$ cat config.mk
export PLATFORM = sky130hd
export DESIGN_NAME = cam_mode_ctrl
export DESIGN_NICKNAME = d
export VERILOG_FILES = /design/src/rtl/cam_mode_ctrl.sv
export SDC_FILE = /design/constraint.sdc
export NUM_CORES = 1
export LEC_CHECK = 0
export ABC_AREA = 1
export BUFFER_PORTS_ARGS = -buffer_cell sky130_fd_sc_hd__buf_2
export CORE_AREA = 2 2 54 56
export DETAILED_ROUTE_END_ITERATION = 6
export DIE_AREA = 0 0 56 58
export PLACE_DENSITY = 0.74
export SLEW_MARGIN = 10
export SYNTH_ARGS = -nofsm -noshare
export SYNTH_HDL_FRONTEND = slang
export SYNTH_SLANG_ARGS = --single-unit
$ cat constraint.sdc
create_clock -name clk -period 2.2 [get_ports clk]
set_input_delay 0.11 -clock clk [delete_from_list [all_inputs] [get_ports clk]]
set_output_delay 0.11 -clock clk [all_outputs]
set_load 0.05 [all_outputs]
$ cat src/rtl/cam_mode_ctrl.sv
module cam_mode_ctrl #(
  parameter int MEM_BYTES  = 524288,
  parameter int IMG_BYTES  = 76800,
  parameter int DEB_CYCLES = 16
) (
  input  logic                                    clk,
  input  logic                                    rst_n,
  input  logic                                    play_sw,
  input  logic                                    cap_btn,
  input  logic                                    res_btn,
  input  logic                                    sof,
  output logic                                    store_we,
  output logic                                    show_stored,
  output logic                                    freeze,
  output logic [$clog2(MEM_BYTES/IMG_BYTES)-1:0]  slot,
  output logic [1:0]                              mode
);
  localparam int SLOTS = MEM_BYTES / IMG_BYTES;
  localparam int SW    = $clog2(SLOTS);
  localparam int CW    = $clog2(DEB_CYCLES + 1);

  typedef enum logic [1:0] {LIVE = 2'd0, CAPT = 2'd1, FROZ = 2'd2, PLAY = 2'd3} state_t;

  state_t          st;
  logic [1:0]      bsync0, bsync1, deb, press;
  logic [CW-1:0]   cnt [2];
  logic            sw0, sw1;
  logic            cap_pend, res_pend;
  logic [SW-1:0]   wr_slot, rd_slot;
  logic            cap_req, res_req;

  function automatic logic [SW-1:0] nxt(input logic [SW-1:0] s);
    return (s == SW'(SLOTS - 1)) ? '0 : s + 1'b1;
  endfunction

  always_ff @(posedge clk) begin
    if (!rst_n) begin
      bsync0 <= '0;
      bsync1 <= '0;
      deb    <= '0;
      press  <= '0;
      sw0    <= 1'b0;
      sw1    <= 1'b0;
      for (int i = 0; i < 2; i++) cnt[i] <= '0;
    end else begin
      bsync0 <= {res_btn, cap_btn};
      bsync1 <= bsync0;
      sw0    <= play_sw;
      sw1    <= sw0;
      for (int i = 0; i < 2; i++) begin
        press[i] <= 1'b0;
        if (bsync1[i] == deb[i]) begin
          cnt[i] <= '0;
        end else if (cnt[i] == CW'(DEB_CYCLES - 1)) begin
          cnt[i]   <= '0;
          deb[i]   <= bsync1[i];
          press[i] <= bsync1[i];
        end else begin
          cnt[i] <= cnt[i] + 1'b1;
        end
      end
    end
  end

  assign cap_req = cap_pend | press[0];
  assign res_req = res_pend | press[1];

  always_ff @(posedge clk) begin
    if (!rst_n) begin
      st       <= LIVE;
      cap_pend <= 1'b0;
      res_pend <= 1'b0;
      wr_slot  <= '0;
      rd_slot  <= '0;
    end else if (sof) begin
      cap_pend <= 1'b0;
      res_pend <= 1'b0;
      unique case (st)
        LIVE: if (sw1) st <= PLAY; else if (cap_req) st <= CAPT;
        CAPT: begin
          rd_slot <= wr_slot;
          wr_slot <= nxt(wr_slot);
          st      <= sw1 ? PLAY : FROZ;
        end
        FROZ: if (sw1) st <= PLAY; else if (res_req) st <= LIVE;
        PLAY: if (!sw1) st <= LIVE; else if (cap_req) rd_slot <= nxt(rd_slot);
      endcase
    end else begin
      cap_pend <= cap_pend | (press[0] & (st == LIVE || st == PLAY));
      res_pend <= res_pend | (press[1] & (st == FROZ));
    end
  end

  assign mode        = st;
  assign store_we    = (st == CAPT);
  assign freeze      = (st == FROZ);
  assign show_stored = (st == FROZ) || (st == PLAY);
  assign slot        = show_stored ? rd_slot : wr_slot;
endmodule

### Word level (Yosys, flattened, before mapping)

Memories as Yosys holds them, arrays and structs flattened.
Cells that the tools add are included.

| storage, ports and cells | value |
|---|---|
| register bits | 20 |
| RAM bits | 10 |
| word-level logic and storage cells | 103 |
| memories kept | 1 |

Memory list:

| memory | words | bits a word | rd ports | clocked after Yosys merged registers in | wr ports | RTL line | RTL |
|---|---|---|---|---|---|---|---|
| cnt | 2 | 5 | 2 | 0 | 2 | 26 | `logic [CW-1:0] cnt [2];` |

| operators by class | value |
|---|---|
| add/sub/neg operators | 4 |
| eq/ne operators | 14 |
| muxes and demuxes | 42 |
| bitwise operators | 17 |
| reductions and logical operators | 12 |

Operators with widths:

| cell | number |
|---|---|
| 2-to-1 mux 5 bit | 6 |
| 2-to-1 mux 1 bit | 24 |
| 2-to-1 mux 3 bit | 5 |
| adder 5 x 1 -> 5 bit, second input constant | 2 |
| equality test 5 x 4 -> 1 bit, second input constant | 2 |
| 2-to-1 mux 2 bit | 5 |
| OR 1 bit | 10 |
| one-hot mux 2 bit (4 select lines) | 1 |
| AND reduction 4 bit | 2 |
| adder 3 x 1 -> 3 bit, second input constant | 2 |
| equality test 3 bit, second input constant | 2 |
| inequality test 2 bit, second input constant | 3 |
| one-hot mux 3 bit (2 select lines) | 1 |
| AND reduction 2 bit | 3 |
| OR reduction 3 bit | 2 |
| inverter 1 bit | 5 |
| equality test 2 bit, second input constant | 2 |
| inequality test 3 x 1 -> 1 bit, second input constant | 1 |
| inequality test 3 bit, second input constant | 1 |
| AND 1 bit | 2 |
| equality test 1 bit | 2 |
| equality test 2 x 1 -> 1 bit, second input constant | 1 |
| logical NOT 2 bit | 1 |
| logical OR 1 bit | 2 |
| 2 further kinds | 2 |

### Logic depth before layout (Yosys ltp)

Gate-level depths: netlist (run 1).

| depth | value |
|---|---|
| depth in word-level cells | 7 |
| gate-level depth with buffers | 9 |

### Worst setup path before layout (run 1)

Ideal clock, no wire load.

| timing path | value |
|---|---|
| path kind | flip-flop to flip-flop |
| start | reg st[1] (netlist: mode[1]) |
| end | reg rd_slot[0] |
| setup time | 0.117 ns |
| arrival time | 1.867 ns |
| setup slack | 0.216 ns |
| cell stages (with the launch flop) | 7 |
| period minus slack after synthesis | 1.984 ns |
| path through | dfxtp_1 inv_1 ha_1 o21ai_1 nor2_1 o21ai_0 nor2_1 |

| between the ends | value |
|---|---|
| cells in the longest elaborated chain, start to end | 3 |
| elaborated cells between the ends (all ways) | 7 |
| those cells by class | eq/ne (4); mux (1); reduce/logical (2) |

RTL lines:

| element | RTL line | RTL |
|---|---|---|
| from (decl) | 24 | `state_t st;` |
| from (signal assigned) | 83 | `st <= sw1 ? PLAY : FROZ;` |
| equality test 2 x 1 -> 1 bit * | n/a |  |
| named net store_we | 12 | `output logic store_we,` |
| nonzero test 2 bit (no line) | n/a |  |
| AND reduction 4 bit (no line) | n/a |  |
| to (signal assigned) | 81 | `rd_slot <= wr_slot;` |
| to (decl) | 29 | `logic [SW-1:0] wr_slot, rd_slot;` |

The timed path passes the listed nets; every way through them passes the cells marked *.
A chain may end at the register's enable or synchronous reset.

### Worst setup path after layout (run 1)

| timing path | value |
|---|---|
| start | reg st[1] (netlist: mode[1]) |
| end | out show_stored |

| between the ends | value |
|---|---|
| cells in the longest elaborated chain, start to end | 2 |
| elaborated cells between the ends (all ways) | 3 |
| those cells by class | eq/ne (2); reduce/logical (1) |

RTL lines:

| element | RTL line | RTL |
|---|---|---|
| equality test 2 bit | 97 | `assign show_stored = (st == FROZ) \|\| (st == PLAY);` |
| logical OR 1 bit * | 97 |  |
| to (decl) | 13 | `output logic show_stored,` |

Mark *: on every way between the ends. The rest lies on a longest branch, timed or not.

==> impl_results.md, run 1 <==
* RSZ-0062 raised after global routing: no
* Post-Syn Instances at 179
* Final Hold Viols at 0
* WL final at 2430 µm
* Pre-CTS setup slack at 0.466 ns
* Fill count at 244
* Worst-Skew Late Latency at 0.33 ns
* Sequential Area at 701 µm²
* Avg Inst Size Synth at 8.02 µm²
* Num rows at 19
* Total power at 1.12 mW
* Via density at 4.80
* Core Area at 2660 µm²
* Post-CTS Hold Fix Bufs at 3
* Final period demand of the worst path at 1.81 ns
* Tcrit/Tclk final at 82.3%
* DR iter-0 viols at 38
* Layout cells sized above 1 at 11.0%
* Inst Count DP at 229
* Non-Filler Instances at 240
* Antenna violations before repair at 0
* WL per Instance at 10.1 µm
* Gr usage total at 17.1%
* # IOs at 14
* Post-DP HPWL at 1740 µm
* Total number of vias at 1,151
* Worst Path Arrival at 1.70 ns
* Number of CTS-inserted buffers at 5
* Critical Path RT at 2.09 ns
* Area grow syn2layout at 14.1%
* Startpoint types: register
* H-Tree Depth at 2
* Pwr Density at 683 nW/µm²
* Peak supply drop at 455 µV
* Most common cell after layout, fill and taps aside: nand2_1
* Root buffer cell: clkbuf_4
* HP Class: primary input to register
* Drc violations at 0
* Crit Path Class: register to primary output
* Vias in the first global route at 1,076
* Worst Setup Slack, final at 0.390 ns
* CTS-repair resized insts at 0
* Post-synthesis cell area at 1440 µm²
* Total Die Area at 3250 µm²
* Number of clock sinks at 30
* Leading cell types in the layout, fill and taps excluded: 43 x nand2_1, 28 x inv_1, 22 x nor2_1, 20 x dfxtp_1
* Max_cap viols at 0
* Final net count at 223
* Largest net degree at the start of global routing at 20
* Die X at 56 µm
* Crit Path Max Fanout at 11
* Yosys warning count at 0
* First-pass GRT wire length at 4290 µm
* Setup Fix Bufs, Post-CTS at 0
* CTS tree: built
* Sequential area share after synthesis at 48.8%
* Synthesized flop and latch total at 30
* Worst-path clk slew at 0.10 ns
* Outcome: completed
* Starting density of the core at 53.9%
* CP endpoint kind: primary output
* Fmax at 552 MHz
* Final setup fails at 0
* Total grt overflow at 0
* Die H at 58 µm
* Gp weighted congestion at 0.850
* Drt pass-1 iters at 4
* Ant diodes at 0
* Final Slew Violations at 0
* Netlist cell types at 23
* ANT nets after route at 0
* Post-Route Skew at 0.0159 ns
* Clock Tree Buf Depth at 2
* P_leak at 0.779 nW
* Multi-input logic area at 636 µm²
* Port buffer count at 13
* Setup tns final at 0 ns
-- worst max-delay path, stage by stage, from the launching register on --
cell	delay [ns]
dfxtp_1	0.54
ha_1	0.41
inv_2	0.09
nand2_1	0.07
buf_2	0.25
-- kinds of logic after synthesis --
group | synth area share, %
AO/OA/AOI/OAI | 9.85
adder cells (fa/ha/maj) | 7.85
buffers and inverters | 9.24
flip-flops | 48.8
other | 0.261
AND/OR/NAND/NOR | 24.0
-- area by class of cell --
| cell class | instances | share of cell area, % |
|---|---|---|
| Sequential cell | 30 | 42.8 |
| Multi-Input combinational cell | 126 | 38.8 |
| Inverter | 29 | 6.65 |
| Timing Repair Buffer | 16 | 5.81 |
| Clock buffer | 8 | 3.59 |
| Tap cell | 31 | 2.37 |
-- metal layers --
metal	track usage [%]	part of all wire, %	vias to the layer above
li1	-	-	615
met1	18.7	46	507
met2	28.9	48	26
met3	6.25	5.1	3
met4	9.52	1.4	0
met5	0	0	-
-- cell usage after synthesis --
cell	count	share of area (%)
o211ai_1	1	0.52
a21boi_2	1	0.78
o21ai_0	8	2.8
nand3_1	9	3.1
inv_2	1	0.26
buf_2	1	0.35
nand2_1	43	11
or2_1	1	0.44
nand3_2	1	0.70
nand4_1	3	1.3
a211oi_1	1	0.52
a21oi_1	13	4.5
dfxtp_1	20	28
nor3b_2	1	0.87
nor2_1	22	5.8
nor3b_1	1	0.52
ha_1	9	7.8
buf_6	1	0.78
conb_1	1	0.26
edfxtp_1	10	21
inv_1	28	7.3
o21ai_1	2	0.70
buf_4	1	0.52
-- report_power, final --
group	total, mW	leakage (nW)	internal, mW	switching, mW
Sequential	0.613	0.266	0.592	0.0209
Clock	0.342	0.0326	0.158	0.184
Combinational	0.163	0.480	0.0486	0.115
-- path summary, 6_finish.rpt --
check / from / to / slack (ns) / depth (start not counted)
max: mode[1]$_SDFFE_PN0P_ / show_stored / 0.39 / 4
min: sof / wr_slot[0]$_SDFFE_PN0P_ / 0.1 / 3
max reg2reg: cnt[0][0]$_SDFFCE_PN0P_ / cnt[0][2]$_SDFFCE_PN0P_ / 0.47 / 9
min reg2reg: bsync0[1]$_SDFF_PN0_ / bsync1[1]$_SDFF_PN0_ / 0.42 / 2
-- sequential cells by signal (all words and copies together), names as in the netlist, 2 cells and up --
name / cells
rd_slot: 3
bsync0: 2
mode: 2
press: 2
deb: 2
cnt: 10
wr_slot: 3
bsync1: 2
-- metrics by stage --
stage	hold WS [ns]	cell area [µm²]	util, %
floorplan	0.208	1470	-
global placement	0.294	1550	58.2
detailed placement	0.295	1550	58.2
CTS	0.0777	1640	61.5
global route	0.109	1640	61.5
finish	0.0968	1640	61.5
Power figures use the tool's default switching activity.
==> run 2, diff against run 1 <==
==> constraint.sdc (replaced) <==
create_clock -name clk -period 1.67 [get_ports clk]
set_input_delay 0.0835 -clock clk [delete_from_list [all_inputs] [get_ports clk]]
set_output_delay 0.0835 -clock clk [all_outputs]
set_load 0.05 [all_outputs]
==> run 2 against run 1 <==
Non-clock buffer count increased by 9. Utilization rose by 4.7 points. Critical endpoint is now cnt[0][2]$_SDFFCE_PN0P_. Worst hold slack worse by 0.034 ns. First-iteration DRC count decreased by 2.6%. Total power is 34% higher.
==> impl_results.md, run 2 (same netlist as run 1, synthesis figures left out) <==
* FF-to-FF End: cnt[0][2]$_SDFFCE_PN0P_
* Tcrit/Tclk final at 98.4%
* Total grt overflow at 0 (unchanged)
* Most common cell after layout, fill and taps aside: nand2_1
* Final Hold Viols at 0 (unchanged)
* Worst r2r src: cnt[0][0]$_SDFFCE_PN0P_
* Core Area at 2660 µm² (unchanged)
* Cells on worst reg2reg path at 9 (unchanged)
* Final core occ at 66.2% (+4.7 points)
* Worst-path clk slew at 0.10 ns (about the same)
* Crit path from: cnt[0][0]$_SDFFCE_PN0P_
* Hold Path Sink: res_pend$_SDFF_PP0_
* WL per Instance at 11.1 µm (+10%)
* Layout cells sized above 1 at 22.9% (+12 points)
* Worst-Skew Late Latency at 0.33 ns (about the same)
* Final net count at 232 (+4.0%)
* First-pass GRT wire length at 4530 µm (+5.6%)
* Die H at 58 µm (unchanged)
* Drc violations at 0 (unchanged)
* Gr usage total at 18.4% (+1.3 points)
* Hold path depth at 4 (+1)
* Inst Count DP at 232 (+1.3%)
* H-Tree Depth at 2 (unchanged)
* Pwr Density at 851 nW/µm² (+25%)
* Pint at 1.07 mW (+33%)
* Area grow syn2layout at 22.8%
* Port buffer count at 13 (unchanged)
* Worst Path Arrival at 1.81 ns (+0.11 ns)
* Total number of vias at 1,230 (+6.9%)
* ANT nets after route at 0 (unchanged)
* Setup slack, reg-to-reg at 0.03 ns (-0.44 ns)
* Critical Path RT at 1.83 ns (-0.26 ns)
* Fmax at 608 MHz
* Largest net degree at the start of global routing at 12 (-40%)
* Starting density of the core at 53.9% (unchanged)
* Worst Setup Slack, final at 0.0264 ns (-0.363 ns)
* Clock Tree Buf Depth at 2 (unchanged)
* Final Slew Violations at 0 (unchanged)
* Antenna violations before repair at 0 (unchanged)
* HP Class: primary input to register
* Root buffer cell: clkbuf_4
* Final setup fails at 0 (unchanged)
* Largest Register: cnt
* Die X at 56 µm (unchanged)
* Final instance area at 1760 µm² (+7.6%)
* Post-DP HPWL at 1830 µm (+5.3%)
* Switching fraction of total power at 28.9% (+0.36 points)
* Pre-CTS setup slack at -0.0502 ns (-0.516 ns)
* # IOs at 14 (unchanged)
* Num rows at 19 (unchanged)
* WL final at 2770 µm (+14%)
* Total Die Area at 3250 µm² (unchanged)
* DR iter-0 viols at 37 (-2.6%)
* CP endpoint kind: register
* Flop pwr share at 54.0% (-0.8 points)
* Gate power share at 16.0% (+1.4 points)
* Number of CTS-inserted buffers at 5 (unchanged)
* Final period demand of the worst path at 1.64 ns
* Startpoint types: register
* Via density at 4.94 (+3.0%)
* DP Area at 1580 µm² (+1.9%)
* Final hold slack at 0.0626 ns (-0.0342 ns)
* Outcome: completed
* Crit Path Max Fanout at 5 (-6)
* Leading cell types in the layout, fill and taps excluded: 40 x nand2_1, 27 x inv_1, 21 x nor2_1, 18 x dfxtp_1, 13 x buf_2
* Number of clock sinks at 30 (unchanged)
* Largest regs: cnt x10, rd_slot x3, wr_slot x3
* Crit Path Class: register to register
* Non-Filler Instances at 249 (+3.8%)
* Ant diodes at 0 (unchanged)
* Total power at 1.50 mW (+34%)
* Post-Route Skew at 0.0156 ns (-0.000364 ns)
* P_sw at 0.434 mW (+36%)
* Setup tns final at 0 ns (unchanged)
* RSZ-0062 raised after global routing: yes
* Drt pass-1 iters at 4 (unchanged)
* Hold Crit Start: sof
* Peak supply drop at 834 µV (+83%)
* Gp weighted congestion at 0.825 (-2.8%)
* Vias in the first global route at 1,123 (+4.4%)
* Max_cap viols at 0 (unchanged)
* CTS tree: built
* Max reg flops at 10 (unchanged)
* Clock power share at 30.0% (-0.6 points)
* P_leak at 0.819 nW (+5.2%)
==> run 2: per-layer routing <==
metal | wire [µm] | track usage, % | share of wire [%]
met5 | 0 | 0 | 0
met4 | 63 | 8.84 | 2.3
met3 | 146 | 7.81 | 5.3
met2 | 1400 | 31.3 | 51
met1 | 1160 | 19.9 | 42
==> run 2: critical path: stages, from the launching register on <==
cell	delay [ns]
edfxtp_1	0.42
ha_2	0.21
nand2_2	0.08
nor2_2	0.04
ha_2	0.17
inv_2	0.07
nand2_2	0.06
a21oi_4	0.16
o21ai_4	0.10
nor3b_2	0.19
==> run 2: power by group through the flow <==
stage	Combinational, mW	Sequential, mW	Clock (mW)
3_5_place_dp	0.217	0.825	0
5_1_grt	0.267	0.815	0.501
2_1_floorplan	0.154	0.839	0
3_3_place_gp	0.211	0.823	0
6_report	0.240	0.810	0.450
4_1_cts	0.227	0.808	0.458
==> run 2: worst max-delay path by stage <==
| stage | endpoint | cells after the start |
|---|---|---|
| after floorplan | slot[0] | 1 |
| after global placement | cnt[0][2]$_SDFFCE_PN0P_ | 9 |
| after detailed placement | cnt[0][2]$_SDFFCE_PN0P_ | 9 |
| after CTS | cnt[1][2]$_SDFFCE_PN0P_ | 7 |
| after global routing | cnt[1][2]$_SDFFCE_PN0P_ | 7 |
| final | cnt[0][2]$_SDFFCE_PN0P_ | 9 |
==> run 2: timing repair <==
| item | CTS | global route |
|---|---|---|
| cloned | 0 | 0 |
| pin swaps | 0 | 4 |
| setup buffers | 2 | 4 |
| gates resized for setup | 2 | 13 |
| hold endpoints to repair | 3 | 0 |
| hold buffers | 3 | 0 |
| setup endpoints to repair | 1 | 11 |
==> run 2: final cells by class <==
cell class	count	area [µm²]
timing repair buffer	25	163
sequential	30	703
clock inverter	1	5.00
inverter	29	109
tap	31	38.8
multi-input combinational	126	689
fill	230	900
clock buffer	7	55.1
